--- config.mk ---
export PLATFORM = sky130hd
export DESIGN_NAME = blk_lock_ctrl
export DESIGN_NICKNAME = d
export VERILOG_FILES = /design/src/rtl/blk_lock_pkg.sv /design/src/rtl/lk_cmd_decode.sv /design/src/rtl/lk_seq_fsm.sv /design/src/rtl/lk_bank.sv /design/src/rtl/blk_lock_ctrl.sv
export SDC_FILE = /design/constraint.sdc
export NUM_CORES = 1
export LEC_CHECK = 0
export ABC_AREA = 1
export BUFFER_PORTS_ARGS = -buffer_cell sky130_fd_sc_hd__buf_4
export CORE_ASPECT_RATIO = 1.1
export CORE_MARGIN = 4
export CORE_UTILIZATION = 42
export DETAILED_ROUTE_END_ITERATION = 8
export PLACE_DENSITY_LB_ADDON = 0.3
export REMOVE_ABC_BUFFERS = 1
export SYNTH_ARGS = -nofsm -noshare
export SYNTH_HDL_FRONTEND = slang
export SYNTH_HIERARCHICAL = 1
export SYNTH_SLANG_ARGS = --single-unit
--- constraint.sdc ---
create_clock -name clk -period 1.2 [get_ports clk]
set_input_delay 0.12 -clock clk [delete_from_list [all_inputs] [get_ports clk]]
set_output_delay 0.12 -clock clk [all_outputs]
set_load 0.02 [all_outputs]
--- src/rtl/blk_lock_pkg.sv ---
package blk_lock_pkg;

    localparam logic [15:0] CMD_ARM      = 16'h0060;
    localparam logic [15:0] CMD_LOCK_ONE = 16'h0001;
    localparam logic [15:0] CMD_FREE_ALL = 16'h00D0;

    typedef enum logic [1:0] {
        ST_IDLE,
        ST_ARMED,
        ST_HOLD
    } lk_state_t;

    typedef enum logic [1:0] {
        OP_OTHER,
        OP_ARM,
        OP_LOCK_ONE,
        OP_FREE_ALL
    } lk_op_t;

endpackage

--- src/rtl/lk_cmd_decode.sv ---
module lk_cmd_decode
    import blk_lock_pkg::*;
(
    input  logic [15:0] data,
    output lk_op_t      op
);
    always_comb begin
        unique case (data)
            CMD_ARM:      op = OP_ARM;
            CMD_LOCK_ONE: op = OP_LOCK_ONE;
            CMD_FREE_ALL: op = OP_FREE_ALL;
            default:      op = OP_OTHER;
        endcase
    end
endmodule

--- src/rtl/lk_seq_fsm.sv ---
module lk_seq_fsm
    import blk_lock_pkg::*;
#(
    parameter int BUSY_CYC = 4
) (
    input  logic   clk,
    input  logic   rst_n,
    input  logic   wr_en,
    input  lk_op_t op,
    output logic   set_req,
    output logic   clr_req,
    output logic   seq_err,
    output logic   busy
);
    localparam int CNT_W = $clog2(BUSY_CYC + 1);

    lk_state_t        state, state_nx;
    logic [CNT_W-1:0] cnt, cnt_nx;
    logic             err_nx;

    always_ff @(posedge clk or negedge rst_n) begin
        if (!rst_n) begin
            state   <= ST_IDLE;
            cnt     <= '0;
            seq_err <= 1'b0;
        end else begin
            state   <= state_nx;
            cnt     <= cnt_nx;
            seq_err <= err_nx;
        end
    end

    always_comb begin
        state_nx = state;
        cnt_nx   = cnt;
        err_nx   = seq_err;
        set_req  = 1'b0;
        clr_req  = 1'b0;
        unique case (state)
            ST_IDLE: begin
                if (wr_en && op == OP_ARM) begin
                    state_nx = ST_ARMED;
                    err_nx   = 1'b0;
                end
            end
            ST_ARMED: begin
                if (wr_en) begin
                    if (op == OP_LOCK_ONE || op == OP_FREE_ALL) begin
                        set_req  = (op == OP_LOCK_ONE);
                        clr_req  = (op == OP_FREE_ALL);
                        state_nx = ST_HOLD;
                        cnt_nx   = CNT_W'(BUSY_CYC - 1);
                    end else begin
                        state_nx = ST_IDLE;
                        err_nx   = 1'b1;
                    end
                end
            end
            ST_HOLD: begin
                if (cnt == '0) state_nx = ST_IDLE;
                else           cnt_nx   = cnt - 1'b1;
            end
            default: state_nx = ST_IDLE;
        endcase
    end

    assign busy = (state == ST_HOLD);

    a_r2_setup_arms: assert property (@(posedge clk) disable iff (!rst_n)
        (state == ST_IDLE && wr_en && op == OP_ARM) |=> (state == ST_ARMED && !seq_err));
    a_r5_abort_flags: assert property (@(posedge clk) disable iff (!rst_n)
        (state == ST_ARMED && wr_en && (op == OP_OTHER || op == OP_ARM))
            |=> (seq_err && state == ST_IDLE));
    a_r6_busy_window: assert property (@(posedge clk) disable iff (!rst_n)
        busy |-> (cnt < CNT_W'(BUSY_CYC)));
    a_r6_enter_busy: assert property (@(posedge clk) disable iff (!rst_n)
        (set_req || clr_req) |=> busy);
    a_r9_idle_quiet: assert property (@(posedge clk) disable iff (!rst_n)
        (state != ST_ARMED) |-> !(set_req || clr_req));
endmodule

--- src/rtl/lk_bank.sv ---
module lk_bank #(
    parameter int NUM_BLOCKS = 8,
    localparam int IDX_W = (NUM_BLOCKS > 1) ? $clog2(NUM_BLOCKS) : 1
) (
    input  logic             clk,
    input  logic             rst_n,
    input  logic             init,
    input  logic             set_en,
    input  logic [IDX_W-1:0] set_idx,
    input  logic             clr_all,
    input  logic [IDX_W-1:0] qry_idx,
    output logic             locked
);
    logic [NUM_BLOCKS-1:0] bits;

    for (genvar i = 0; i < NUM_BLOCKS; i++) begin : g_cell
        always_ff @(posedge clk) begin
            if (init || clr_all)
                bits[i] <= 1'b0;
            else if (set_en && set_idx == IDX_W'(i))
                bits[i] <= 1'b1;
        end

        a_r3_sets_cell: assert property (@(posedge clk) disable iff (!rst_n)
            (set_en && !init && set_idx == IDX_W'(i)) |=> bits[i]);
    end

    assign locked = (int'(qry_idx) < NUM_BLOCKS) ? bits[qry_idx] : 1'b0;

    a_r4_clears_all: assert property (@(posedge clk) disable iff (!rst_n)
        clr_all |=> (bits == '0));
    a_r10_init_clears: assert property (@(posedge clk) disable iff (!rst_n)
        init |=> (bits == '0));
    a_r5_holds_value: assert property (@(posedge clk) disable iff (!rst_n)
        (!set_en && !clr_all && !init) |=> $stable(bits));
endmodule

--- src/rtl/blk_lock_ctrl.sv ---
module blk_lock_ctrl
    import blk_lock_pkg::*;
#(
    parameter int NUM_BLOCKS = 8,
    parameter int BLK_SHIFT  = 10,
    parameter int BUSY_CYC   = 4,
    parameter int IDX_W      = (NUM_BLOCKS > 1) ? $clog2(NUM_BLOCKS) : 1,
    parameter int ADDR_W     = BLK_SHIFT + IDX_W
) (
    input  logic              clk,
    input  logic              rst_n,
    input  logic              sim_init,
    input  logic              wr_en,
    input  logic [ADDR_W-1:0] wr_addr,
    input  logic [15:0]       wr_data,
    input  logic [IDX_W-1:0]  qry_blk,
    output logic              blk_locked,
    output logic              seq_err,
    output logic              busy
);
    lk_op_t           op;
    logic             set_req, clr_req;
    logic [IDX_W-1:0] tgt_idx;

    assign tgt_idx = IDX_W'(wr_addr >> BLK_SHIFT);

    lk_cmd_decode u_dec (
        .data (wr_data),
        .op   (op)
    );

    lk_seq_fsm #(.BUSY_CYC(BUSY_CYC)) u_fsm (
        .clk     (clk),
        .rst_n   (rst_n),
        .wr_en   (wr_en),
        .op      (op),
        .set_req (set_req),
        .clr_req (clr_req),
        .seq_err (seq_err),
        .busy    (busy)
    );

    lk_bank #(.NUM_BLOCKS(NUM_BLOCKS)) u_bank (
        .clk     (clk),
        .rst_n   (rst_n),
        .init    (sim_init),
        .set_en  (set_req),
        .set_idx (tgt_idx),
        .clr_all (clr_req),
        .qry_idx (qry_blk),
        .locked  (blk_locked)
    );
endmodule

Yosys cells after proc, flatten, opt, wreduce, memory -nomap -nowiden --
Index checks and enable logic that the tools add are counted.
Operators by class: multipliers 0, div/mod/pow operators 0, reduce and logical (&&, ||, !) cells 19, $lt $le $gt $ge 1, equal/unequal tests 21, bitwise gates (word level) 0, $add $sub $neg 1, shift operators 0, muxes and demuxes 22
Operator list (count):
- == test 16 x 1 -> 1 bit, second input constant | 1
- == test 16 x 7 -> 1 bit, second input constant | 1
- == test 16 x 8 -> 1 bit, second input constant | 1
- == test 3 bit, second input constant | 4
- case mux 2 bit (3 select lines) | 2
- two-way mux 1 bit | 10
- logical AND 1 bit | 9
- two-way mux 3 bit | 3
- two-way mux 2 bit | 4
- AND reduction 4 bit | 2
- == test 2 bit, second input constant | 3
- == test 3 x 2 -> 1 bit, second input constant | 2
- zero test 3 bit | 2
- != test 2 x 1 -> 1 bit, second input constant | 3
- != test 2 bit, second input constant | 3
- case mux 3 bit (2 select lines) | 1
- == test 2 x 1 -> 1 bit, second input constant | 2
- less-than comparator 3 x 4 -> 1 bit, second input constant | 1
- nonzero test 2 bit | 2
- binary-select mux 1 bit (select 3 bit) | 1
- == test 3 x 1 -> 1 bit, second input constant | 1
- AND reduction 3 bit | 1
- subtractor 3 x 1 -> 3 bit, second input constant | 1
- zero test 2 bit | 1
- 2 further kinds | 3
Storage, ports and cells: register bits after elaboration 14, output and inout bits 3, input port bits 36, logic and storage cells 75, memories 0, latch bits 0, RAM bits 0, bits in read-only memories 0

Longest topological paths before layout --
Gate-level depths: netlist (run 1).
depth in word-level cells 8, mapped depth 11, gate-level depth less buffers 11

By module --
Netlist (run 1), hierarchy kept.
Modules (own cells, without submodules):
- lk_bank | cells an instance 65, sequential area each 160.2 um^2, instances 1, area each 429.2 um^2
- lk_seq_fsm | cells an instance 44, sequential area each 150.1 um^2, instances 1, area each 354.1 um^2
- lk_cmd_decode | cells an instance 35, sequential area each 0.0 um^2, instances 1, area each 151.4 um^2

Worst setup path before layout (run 1) --
Ideal clock, no wire load.
kind input to register, start input wr_data[15], end register u_bank.bits[0], library setup time 66 ps, data required time 1134 ps, path buffers 0, slack -154 ps, arrival 1288 ps, stages 11, cells stage by stage nor2_1 nand2_1 nor2_2 inv_1 a21oi_2 nand4_2 nor2_1 inv_1 nor2_1 nand2_1 a21oi_2
On the way: longest elaborated chain between the ends 8
RTL lines:
- from (decl) | line blk_lock_ctrl.sv:15 | input logic [15:0] wr_data,
- == test 16 x 8 -> 1 bit (tied with other cells) | line lk_cmd_decode.sv:8 | unique case (data)
- case mux 2 bit (3 select lines) (*) | line lk_cmd_decode.sv:8
- named net op[1] | line blk_lock_ctrl.sv:21 | lk_op_t op;
- == test 2 bit (on tied branches) | line lk_seq_fsm.sv:48, lk_seq_fsm.sv:49
- logical OR 1 bit | line lk_seq_fsm.sv:48 | if (op == OP_LOCK_ONE || op == OP_FREE_ALL) begin
- two-way mux 1 bit (*) | line lk_seq_fsm.sv:48
- two-way mux 1 bit (*) | line lk_seq_fsm.sv:47 | if (wr_en) begin
- two-way mux 1 bit (*) | line lk_seq_fsm.sv:39 | unique case (state)
- named net set_req | line blk_lock_ctrl.sv:22 | logic set_req, clr_req;
- logical AND 1 bit (*) | line lk_bank.sv:20 | else if (set_en && set_idx == IDX_W'(i))
- to (signal, indexed assignment) | line lk_bank.sv:19 | bits[i] <= 1'b0;
- to (signal, indexed assignment) | line lk_bank.sv:21 | bits[i] <= 1'b1;
- to (decl) | line lk_bank.sv:14 | logic [NUM_BLOCKS-1:0] bits;
The timed path passes the listed nets; every way through them passes the cells marked *. A chain may end at the register's enable or synchronous reset.

Worst setup path in the final report (run 1) --
start input wr_data[0], end register u_bank.bits[0]
On the way: longest elaborated chain between the ends 8
RTL lines:
- == test 16 x 8 -> 1 bit (tied with other cells) | line lk_cmd_decode.sv:8
- case mux 2 bit (3 select lines) (*) | line lk_cmd_decode.sv:8
- named net op[0] | line blk_lock_ctrl.sv:21
- == test 2 bit (on tied branches) | line lk_seq_fsm.sv:48, lk_seq_fsm.sv:50
- logical OR 1 bit | line lk_seq_fsm.sv:48
- two-way mux 1 bit (*) | line lk_seq_fsm.sv:48
- two-way mux 1 bit (*) | line lk_seq_fsm.sv:47
- two-way mux 1 bit (*) | line lk_seq_fsm.sv:39
- named net clr_req | line blk_lock_ctrl.sv:22
- logical OR 1 bit (*) | line lk_bank.sv:18 | if (init || clr_all)
Marks and branches as above.

==> results_dict.tcl, run 1 <==
set metrics [dict create \
    layout_common_cells "nand2_1, buf_4, inv_2" \
    drv_cap 0 \
    min_from "wr_addr[12]" \
    area_growth_syn_to_layout_pct 68.0 \
    yosysTopAreaCellShare 0.189 \
    drv_slew 0 \
    period_needed_ns 1.26 \
    nets 235 \
    final_common_cell "nand2_1" \
    core_region_area_um2 2060 \
    crit_arrival_ns 1.44 \
    r2r_start "u_fsm/cnt[1]" \
    yosys_warnings 6 \
    cts_tree "done" \
    clkTransAtPathRegs_ns 0.09 \
    grt_pass1_wl_um 3990 \
    syn_area_um2 935 \
    synth-seq-cells 14 \
    instances_no_fill 224 \
    drc 0 \
    drt_pre_antenna_iters 4 \
    top_usage_layer "met2" \
    final.setup.tns_ns -0.549 \
    grt_pass1_vias 1028 \
    final_antenna_net_count 0 \
    dieArea_um2 3050 \
    power_density_nw_per_um2 637 \
    ir_worst_vdd_mv 0.579 \
    dp_hpwl_um 1750 \
    rsz0062_at_grt "true" \
    clock_sinks 14 \
    cp_max_fo 4 \
    grt.met1_usage 0.164 \
    ioPinCount 39 \
    diodes 0 \
    max_slew_margin 0.859 \
    cts_buffers 3 \
    critPathLaunch "wr_data[0]" \
    drt-wirelength-per-cell_um 12.2 \
    setup_violations 12 \
    hold_path.class "in2reg" \
    grt_start_max_net_pins 9 \
    start_util 0.453 \
    status "complete, but fails checks" \
    synth_cell_type_count 22 \
    worstPathRequired_ns 1.38 \
    drt_iter0_drc 19 \
    worst_slew_pin_slew_ns 0.209 \
    cp-end-kind "flop" \
    yosys.area.top_type "nand2_1" \
    fmax_mhz 796 \
    cts.htree.levels 1 \
    worstSetupPathType "in2reg" \
    violations "setup timing" \
    hold-worst-slack_ns 0.126 \
    gr-total-overflow 0 \
    yosysSeqAreaShare 0.332 \
    antenna_found_initial 0 \
    cellLeakagePower_nw 0.732 \
    layout-drive-gt1-share 0.638 \
    grtUsageMet2 0.333 \
    fin_crit_sh 1.05 \
    portBuffers 28 \
    place_inst 212 \
    clock_path_buffers 2 \
    gr-usage-met3 0.0574 \
    die_h_um 57.5 \
    setup_ws_ns -0.0566 \
    synthesis.instances 144 \
    grt_usage 0.172 \
    via_count 1081 \
    num_rows 17 \
    synth_area_per_cell_um2 6.49 \
    routed_wl_um 2740 \
    clock_latency_ns 0.28 \
    root_buffer "clkbuf_4" \
    vias_per_cell 4.83 \
    die_w_um 53.0 \
    finalClockSkew_ns 0.000534 \
    finalHoldViolCount 0 \
    synthTopCellsByArea "nand2_1, dfxtp_1, dfrtp_1" \
    place.gp.congestion 0.751 \
    start_kind "primary input" \
]
-- path summary, 6_finish.rpt --
path,to,slack (ns),cells after the start
max,u_bank/bits[0],-0.06,12
min,u_bank/bits[2],0.13,4
max reg2reg,u_fsm/cnt[1],-0.04,7
min reg2reg,u_bank/bits[4],0.45,2
max in group asynchronous,u_fsm/state[0],0.90,2
min in group asynchronous,u_fsm/state[1],0.17,2
-- state kept, by name, indices dropped and copies added (netlist names) --
| name | cells |
|---|---|
| u_fsm/cnt | 3 |
| u_bank/bits | 8 |
| u_fsm/state | 2 |
| u_fsm/seq_err | 1 |
-- report_power, final --
| part | internal, W | leakage, nW | switching [W] |
|---|---|---|---|
| Sequential | 0.000467 | 0.150 | 0.0000000318 |
| Clock | 0.000185 | 0.0210 | 0.000161 |
| Combinational | 0.000103 | 0.561 | 0.0000850 |
-- through the flow --
| step | util | instance area, um^2 | total power, W | worst slack (ns) |
|---|---|---|---|---|
| 2_1_floorplan | - | 923 | 0.000533 | -0.167 |
| 3_3_place_gp | 0.614 | 1270 | 0.000622 | -0.291 |
| 3_5_place_dp | 0.614 | 1270 | 0.000626 | -0.326 |
| 4_1_cts | 0.689 | 1420 | 0.000985 | -0.0577 |
| 5_1_grt | 0.761 | 1570 | 0.00105 | -0.144 |
| 6_report | 0.761 | 1570 | 0.00100 | -0.0566 |
-- metal layers --
metal,vias to the layer above,wire length [um]
met3,12,123
met1,497,997
met2,33,1540
li1,539,-
met4,0,83
met5,-,0
-- critical path, stage by stage --
cell and delay, ns:
buf_6 0.09, inv_2 0.04, nand2_2 0.06, nor2_4 0.11, buf_6 0.09, nand2_1 0.05
nor2_2 0.16, nand2_2 0.09, nor4_4 0.27, or2_4 0.18, buf_6 0.12, a21oi_2 0.04
-- what timing repair did --
action,CTS,global route
endpoints found under the setup margin,14,15
hold endpoints to repair,6,0
gates resized for setup,35,43
setup buffers,4,4
hold buffers,1,0
pin swaps,21,22
-- synth_stat cells, drive strengths merged --
master   n
nand2   50
inv     32
nor2    19
a21oi   10
nand3    9
dfxtp    8
dfrtp    6
ha       2
nand4    2
or2      2
buf      1
nand3b   1
nor4     1
o31ai    1
-- cell type report --
cell class | count | area [um^2]
clock buffers | 4 | 36.3
fillers | 155 | 493
inverters | 32 | 123
multi-input cells | 97 | 626
flip-flops and latches | 14 | 320
well taps | 28 | 35.0
repair buffers | 49 | 430
-- cell families after synthesis --
logic type / share of synthesized area
AO/OA/AOI/OAI: 0.0977
adder cells (fa/ha/maj): 0.0268
buffers and inverters: 0.141
flip-flops: 0.332
AND/OR/NAND/NOR: 0.403
No activity file was read; power rests on OpenSTA's default activity.
==> run 2, diff against run 1 <==
--- a/config.mk
+++ b/config.mk
@@ -8,7 +8,7 @@
 export ABC_AREA = 1
 export BUFFER_PORTS_ARGS = -buffer_cell sky130_fd_sc_hd__buf_4
 export CORE_ASPECT_RATIO = 1.1
-export CORE_MARGIN = 4
+export CORE_MARGIN = 5
 export CORE_UTILIZATION = 42
 export DETAILED_ROUTE_END_ITERATION = 8
 export PLACE_DENSITY_LB_ADDON = 0.3
==> constraint.sdc (replaced) <==
create_clock -name clk -period 1.1 [get_ports clk]
set_input_delay 0.11 -clock clk [delete_from_list [all_inputs] [get_ports clk]]
set_output_delay 0.11 -clock clk [all_outputs]
set_load 0.02 [all_outputs]
==> run 2 against run 1 <==
The flow still finishes with violations (setup timing). Final area grew 3.5%. Total power grew 7.1%. Die area grew 7.4%. Non-clock buffer count grew 6. Routed wire length grew 4.3%. Clock power grew 6.1%. Cell count grew 3.6%. Core utilization shrank 1.7 points. Worst hold slack lost 0.017 ns. Register-to-register slack lost 0.14 ns. Combinational power grew 4%.
==> results_dict.tcl, run 2 (synthesis results as in run 1) <==
set metrics [dict create \
    r2r_slack_ns -0.18 \
    r2r_end "u_fsm/cnt[2]" \
    fin_area_um2 1630 \
    num_rows 18 \
    worst_slew_pin_slew_ns 0.221 \
    cp-end-kind "flop" \
    setup_violations 16 \
    p_int_w 0.000820 \
    clock_path_buffers 2 \
    vias_per_cell 4.69 \
    p_comb_frac 0.182 \
    cp_max_fo 4 \
    finalClockSkew_ns 0.000688 \
    core_region_area_um2 2180 \
    ir_worst_vdd_mv 1.07 \
    final_antenna_net_count 0 \
    violations "setup timing" \
    cts.htree.levels 1 \
    fin_crit_sh 1.16 \
    area_growth_syn_to_layout_pct 73.9 \
    min_path_cells 4 \
    cts_tree "done" \
    root_buffer "clkbuf_4" \
    ioPinCount 39 \
    num-fill-cells 159 \
    pwr-share-seq 0.475 \
    start_kind "flop" \
    top_register "u_bank/bits" \
    start_util 0.428 \
    drv_slew 0 \
    max_slew_margin 0.852 \
    hold_path.class "in2reg" \
    routed_wl_um 2860 \
    multi_input_area_um2 621 \
    p_sw_w 0.000251 \
    period_needed_ns 1.28 \
    drt_iter0_drc 31 \
    worstSetupPathType "reg2reg" \
    crit_arrival_ns 1.50 \
    grt_pass1_wl_um 4640 \
    drt_pre_antenna_iters 4 \
    grt_pass1_vias 1110 \
    hold-worst-slack_ns 0.108 \
    grt_usage 0.191 \
    grt_start_max_net_pins 9 \
    largest_registers "u_bank/bits x8, u_fsm/cnt x3, u_fsm/state x2" \
    r2r_cells 7 \
    dieArea_um2 3270 \
    rsz0062_at_grt "true" \
    largest_reg_flops 8 \
    finalHoldViolCount 0 \
    min_from "wr_addr[12]" \
    clkTransAtPathRegs_ns 0.08 \
    drt-wirelength-per-cell_um 12.3 \
    min_to "u_bank/bits[0]" \
    clock_latency_ns 0.28 \
    portBuffers 28 \
    r2r_start "u_fsm/cnt[1]" \
    diodes 0 \
    place_area_um2 1250 \
    layout_common_cells "nand2_1, buf_4, buf_6, inv_2, inv_1" \
    regArea_um2 318 \
    final_common_cell "nand2_1" \
    drc 0 \
    fmax_mhz 781 \
    setup_ws_ns -0.180 \
    antenna_found_initial 0 \
    clock_sinks 14 \
    power_density_nw_per_um2 659 \
    die_h_um 59.5 \
    gr-total-overflow 0 \
    swShare 0.235 \
    drv_cap 0 \
    status "complete, but fails checks" \
    cts_buffers 3 \
    pwr-share-clk 0.342 \
    dp_hpwl_um 1740 \
    die_w_um 55.0 \
    cellLeakagePower_nw 0.765 \
    place.gp.congestion 0.768 \
    via_count 1088 \
    nets 241 \
    worstPathRequired_ns 1.32 \
    layout-drive-gt1-share 0.599 \
]
## run 2: cell types whose count changed in the layout (fill, tap and decap cells not counted), sizes merged
cell  change
buf       +6
## run 2: how the worst max path moves through the flow
stage / from / end / slack (ns)
global placement: wr_data[15] / u_bank/bits[3] / -0.38
global route: u_fsm/state[1] / u_fsm/seq_err / -0.25
CTS: u_fsm/cnt[1] / u_fsm/cnt[1] / -0.14
finish: u_fsm/cnt[1] / u_fsm/cnt[2] / -0.18
floorplan: wr_data[15] / u_bank/bits[0] / -0.26
detailed placement: wr_data[13] / u_bank/bits[2] / -0.43
## run 2: critical path: stages (launching register included)
cell and delay (ns):
dfrtp_1 0.37, inv_2 0.05, ha_4 0.16, ha_4 0.14, or2_4 0.28, nand2_4 0.10, nand2_2 0.06, nand2_2 0.06
## run 2: cell type report
class / instances / share of cell area
clock buffers: 4 / 0.0223
inverters: 32 / 0.0770
multi-input cells: 97 / 0.382
flip-flops and latches: 14 / 0.196
well taps: 30 / 0.0231
repair buffers: 55 / 0.300
## run 2: power groups by stage
stage | Clock, W | Sequential [W] | Combinational [W]
floorplan | 0 | 0.000521 | 0.0000604
global placement | 0 | 0.000521 | 0.000161
detailed placement | 0 | 0.000521 | 0.000165
CTS | 0.000381 | 0.000510 | 0.000186
global route | 0.000405 | 0.000510 | 0.000217
finish | 0.000367 | 0.000509 | 0.000195
## run 2: timing repair
action,CTS,global route
cloned,0,0
hold endpoints to repair,6,0
hold buffers,1,0
setup endpoints to repair,14,15
pin swaps,23,19
buffers inserted,12,6
gates resized for setup,41,29
## run 2: stage by stage
stage	TNS, ns	total power [W]	cells	utilization	setup slack (ns)
after detailed placement	-4.34	0.000686	210	0.573	-0.427
after floorplan	-2.45	0.000581	143	-	-0.257
after global placement	-3.74	0.000682	210	0.573	-0.382
after global routing	-3.22	0.00113	232	0.744	-0.249
after CTS	-1.27	0.00108	227	0.676	-0.141
final	-2.29	0.00107	232	0.744	-0.180
## run 2: per-layer routing
layer | up-vias | routed length, um | track usage
met1 | 496 | 1070 | 0.220
li1 | 549 | - | -
met4 | 0 | 57 | 0.0486
met3 | 8 | 126 | 0.0579
met5 | - | 0 | 0
met2 | 35 | 1610 | 0.336
==> run 3, diff against run 2 <==
--- a/config.mk
+++ b/config.mk
@@ -8,7 +8,7 @@
 export ABC_AREA = 1
 export BUFFER_PORTS_ARGS = -buffer_cell sky130_fd_sc_hd__buf_4
 export CORE_ASPECT_RATIO = 1.1
-export CORE_MARGIN = 5
+export CORE_MARGIN = 4
 export CORE_UTILIZATION = 42
 export DETAILED_ROUTE_END_ITERATION = 8
 export PLACE_DENSITY_LB_ADDON = 0.3
==> run 3 against run 2 <==
The flow still finishes with violations (setup timing). Sequential cell count did not move. Non-clock buffer count shrank 5. Fmax increased by 2.4%. First-iteration DRC count fell by 55%. Final area decreased by 1.5%. Clock skew hardly changed. Combinational power is 4% higher. Global-route usage fell by 1.8 points. Total power rose by 0.73%. Worst setup slack better by 0.030 ns. Core utilization up 3.2 points. Critical endpoint is now u_bank/bits[7].
==> results_dict.tcl, run 3 (synthesis results as in run 1) <==
set metrics [dict create \
    status "complete, but fails checks" \
    violations "setup timing" \
    drt-wirelength-per-cell_um 11.9 \
    grt_usage 0.174 \
    num-fill-cells 154 \
    setup_violations 14 \
    area_growth_syn_to_layout_pct 71.4 \
    drv_slew 0 \
    cp-end-kind "flop" \
    drc 0 \
    p_sw_w 0.000260 \
    crit_arrival_ns 1.46 \
    diodes 0 \
    clock_sinks 14 \
    clock_path_buffers 2 \
    layout_common_cells "buf_4, nand2_1, inv_2, nand2_2, buf_6" \
    num_rows 17 \
    setup_ws_ns -0.150 \
    grt_pass1_wl_um 4100 \
    largest_reg_flops 8 \
    via_count 1064 \
    cellLeakagePower_nw 0.746 \
    postLayoutCoreUtil 0.776 \
    clock_latency_ns 0.27 \
    max_slew_margin 0.850 \
    r2r_end "u_bank/bits[7]" \
    largest_registers "u_bank/bits x8, u_fsm/cnt x3, u_fsm/state x2" \
    finalHoldViolCount 0 \
    portBuffers 28 \
    gr-total-overflow 0 \
    die_h_um 57.5 \
    drt_pre_antenna_iters 4 \
    p_int_w 0.000820 \
    cts_tree "done" \
    r2r_cells 7 \
    fmax_mhz 800 \
    pwr-share-seq 0.472 \
    min_to "u_bank/bits[3]" \
    fin_area_um2 1600 \
    grtUsageMet2 0.333 \
    nets 236 \
    worstSetupPathType "reg2reg" \
    top_register "u_bank/bits" \
    pwr-share-clk 0.340 \
    min_from "wr_addr[12]" \
    layout-drive-gt1-share 0.650 \
    start_util 0.453 \
    cp_max_fo 4 \
    grt_pass1_vias 1037 \
    grt.met1_usage 0.192 \
    final_antenna_net_count 0 \
    worstPathRequired_ns 1.31 \
    worst_slew_pin_slew_ns 0.224 \
    cts_buffers 3 \
    die_w_um 53.0 \
    clkTransAtPathRegs_ns 0.08 \
    place_area_um2 1260 \
    place_ws_ns -0.417 \
    ir_worst_vdd_mv 0.772 \
    hold_path.class "in2reg" \
    top_usage_layer "met2" \
    min_path_cells 4 \
    dp_hpwl_um 1720 \
    start_kind "flop" \
    dieArea_um2 3050 \
    p_comb_frac 0.188 \
    ioPinCount 39 \
    power_density_nw_per_um2 674 \
    drv_cap 0 \
    gr-usage-met3 0.0418 \
    rsz0062_at_grt "true" \
    core_region_area_um2 2060 \
    root_buffer "clkbuf_4" \
    fin_crit_sh 1.14 \
    r2r_slack_ns -0.15 \
    r2r_start "u_fsm/state[1]" \
    place.gp.congestion 0.762 \
    grt_start_max_net_pins 9 \
    routed_wl_um 2670 \
    final_common_cell "buf_4" \
    cts.htree.levels 1 \
    hold-worst-slack_ns 0.112 \
    antenna_found_initial 0 \
    vias_per_cell 4.73 \
    period_needed_ns 1.25 \
    finalClockSkew_ns 0.00105 \
    drt_iter0_drc 14 \
    swShare 0.241 \
]
run 3: cell types whose count changed in the layout (fill, tap and decap cells not counted), sizes merged:
cell	change
buf	-5
run 3: routing by layer:
layer / routed length, um / vias to the layer above
met1: 1060 / 503
met4: 0 / 0
met5: 0 / -
met2: 1540 / 19
met3: 77 / 0
li1: - / 542
run 3: power by group through the flow:
stage	Combinational, W	Clock, W	Sequential, W
floorplan	0.0000604	0	0.000521
global placement	0.000162	0	0.000521
detailed placement	0.000166	0	0.000521
CTS	0.000183	0.000380	0.000510
global route	0.000223	0.000404	0.000510
finish	0.000203	0.000367	0.000509
run 3: area by class of cell:
type | instances | area [um^2] | area share
multi-input combinational | 97 | 644 | 0.402
timing repair buffer | 50 | 443 | 0.277
sequential | 14 | 320 | 0.200
inverter | 32 | 123 | 0.0766
clock buffer | 4 | 36.3 | 0.0227
tap | 28 | 35.0 | 0.0219
run 3: worst max-delay path, cell delays in order, from the launching register on:
cell     delay, ns
dfrtp_1       0.45
inv_2         0.12
nand4_4       0.11
nor2_4        0.12
nand2_1       0.07
inv_2         0.11
nand2_2       0.07
a21oi_2       0.14
run 3: stage by stage:
stage	TNS (ns)	power (W)	std cells
global placement	-3.74	0.000683	210
detailed placement	-4.10	0.000686	210
global route	-2.73	0.00114	225
floorplan	-2.45	0.000581	143
finish	-1.66	0.00108	225
CTS	-1.08	0.00107	223
run 3: how the worst max path moves through the flow:
stage                   startpoint             end  cells after the start
floorplan              wr_data[15]  u_bank/bits[0]                      9
global placement       wr_data[15]  u_bank/bits[1]                     11
detailed placement     wr_data[15]  u_bank/bits[1]                     12
CTS                   u_fsm/cnt[1]    u_fsm/cnt[0]                      7
global route        u_fsm/state[1]  u_bank/bits[5]                      7
finish              u_fsm/state[1]  u_bank/bits[7]                      7
run 3: timing repair:
item | in CTS | in global routing
pin swaps | 19 | 19
endpoints found under the setup margin | 14 | 16
resized for setup | 37 | 43
cloned | 0 | 0
hold buffers | 1 | 0
buffers inserted | 8 | 5
hold endpoints to repair | 6 | 0
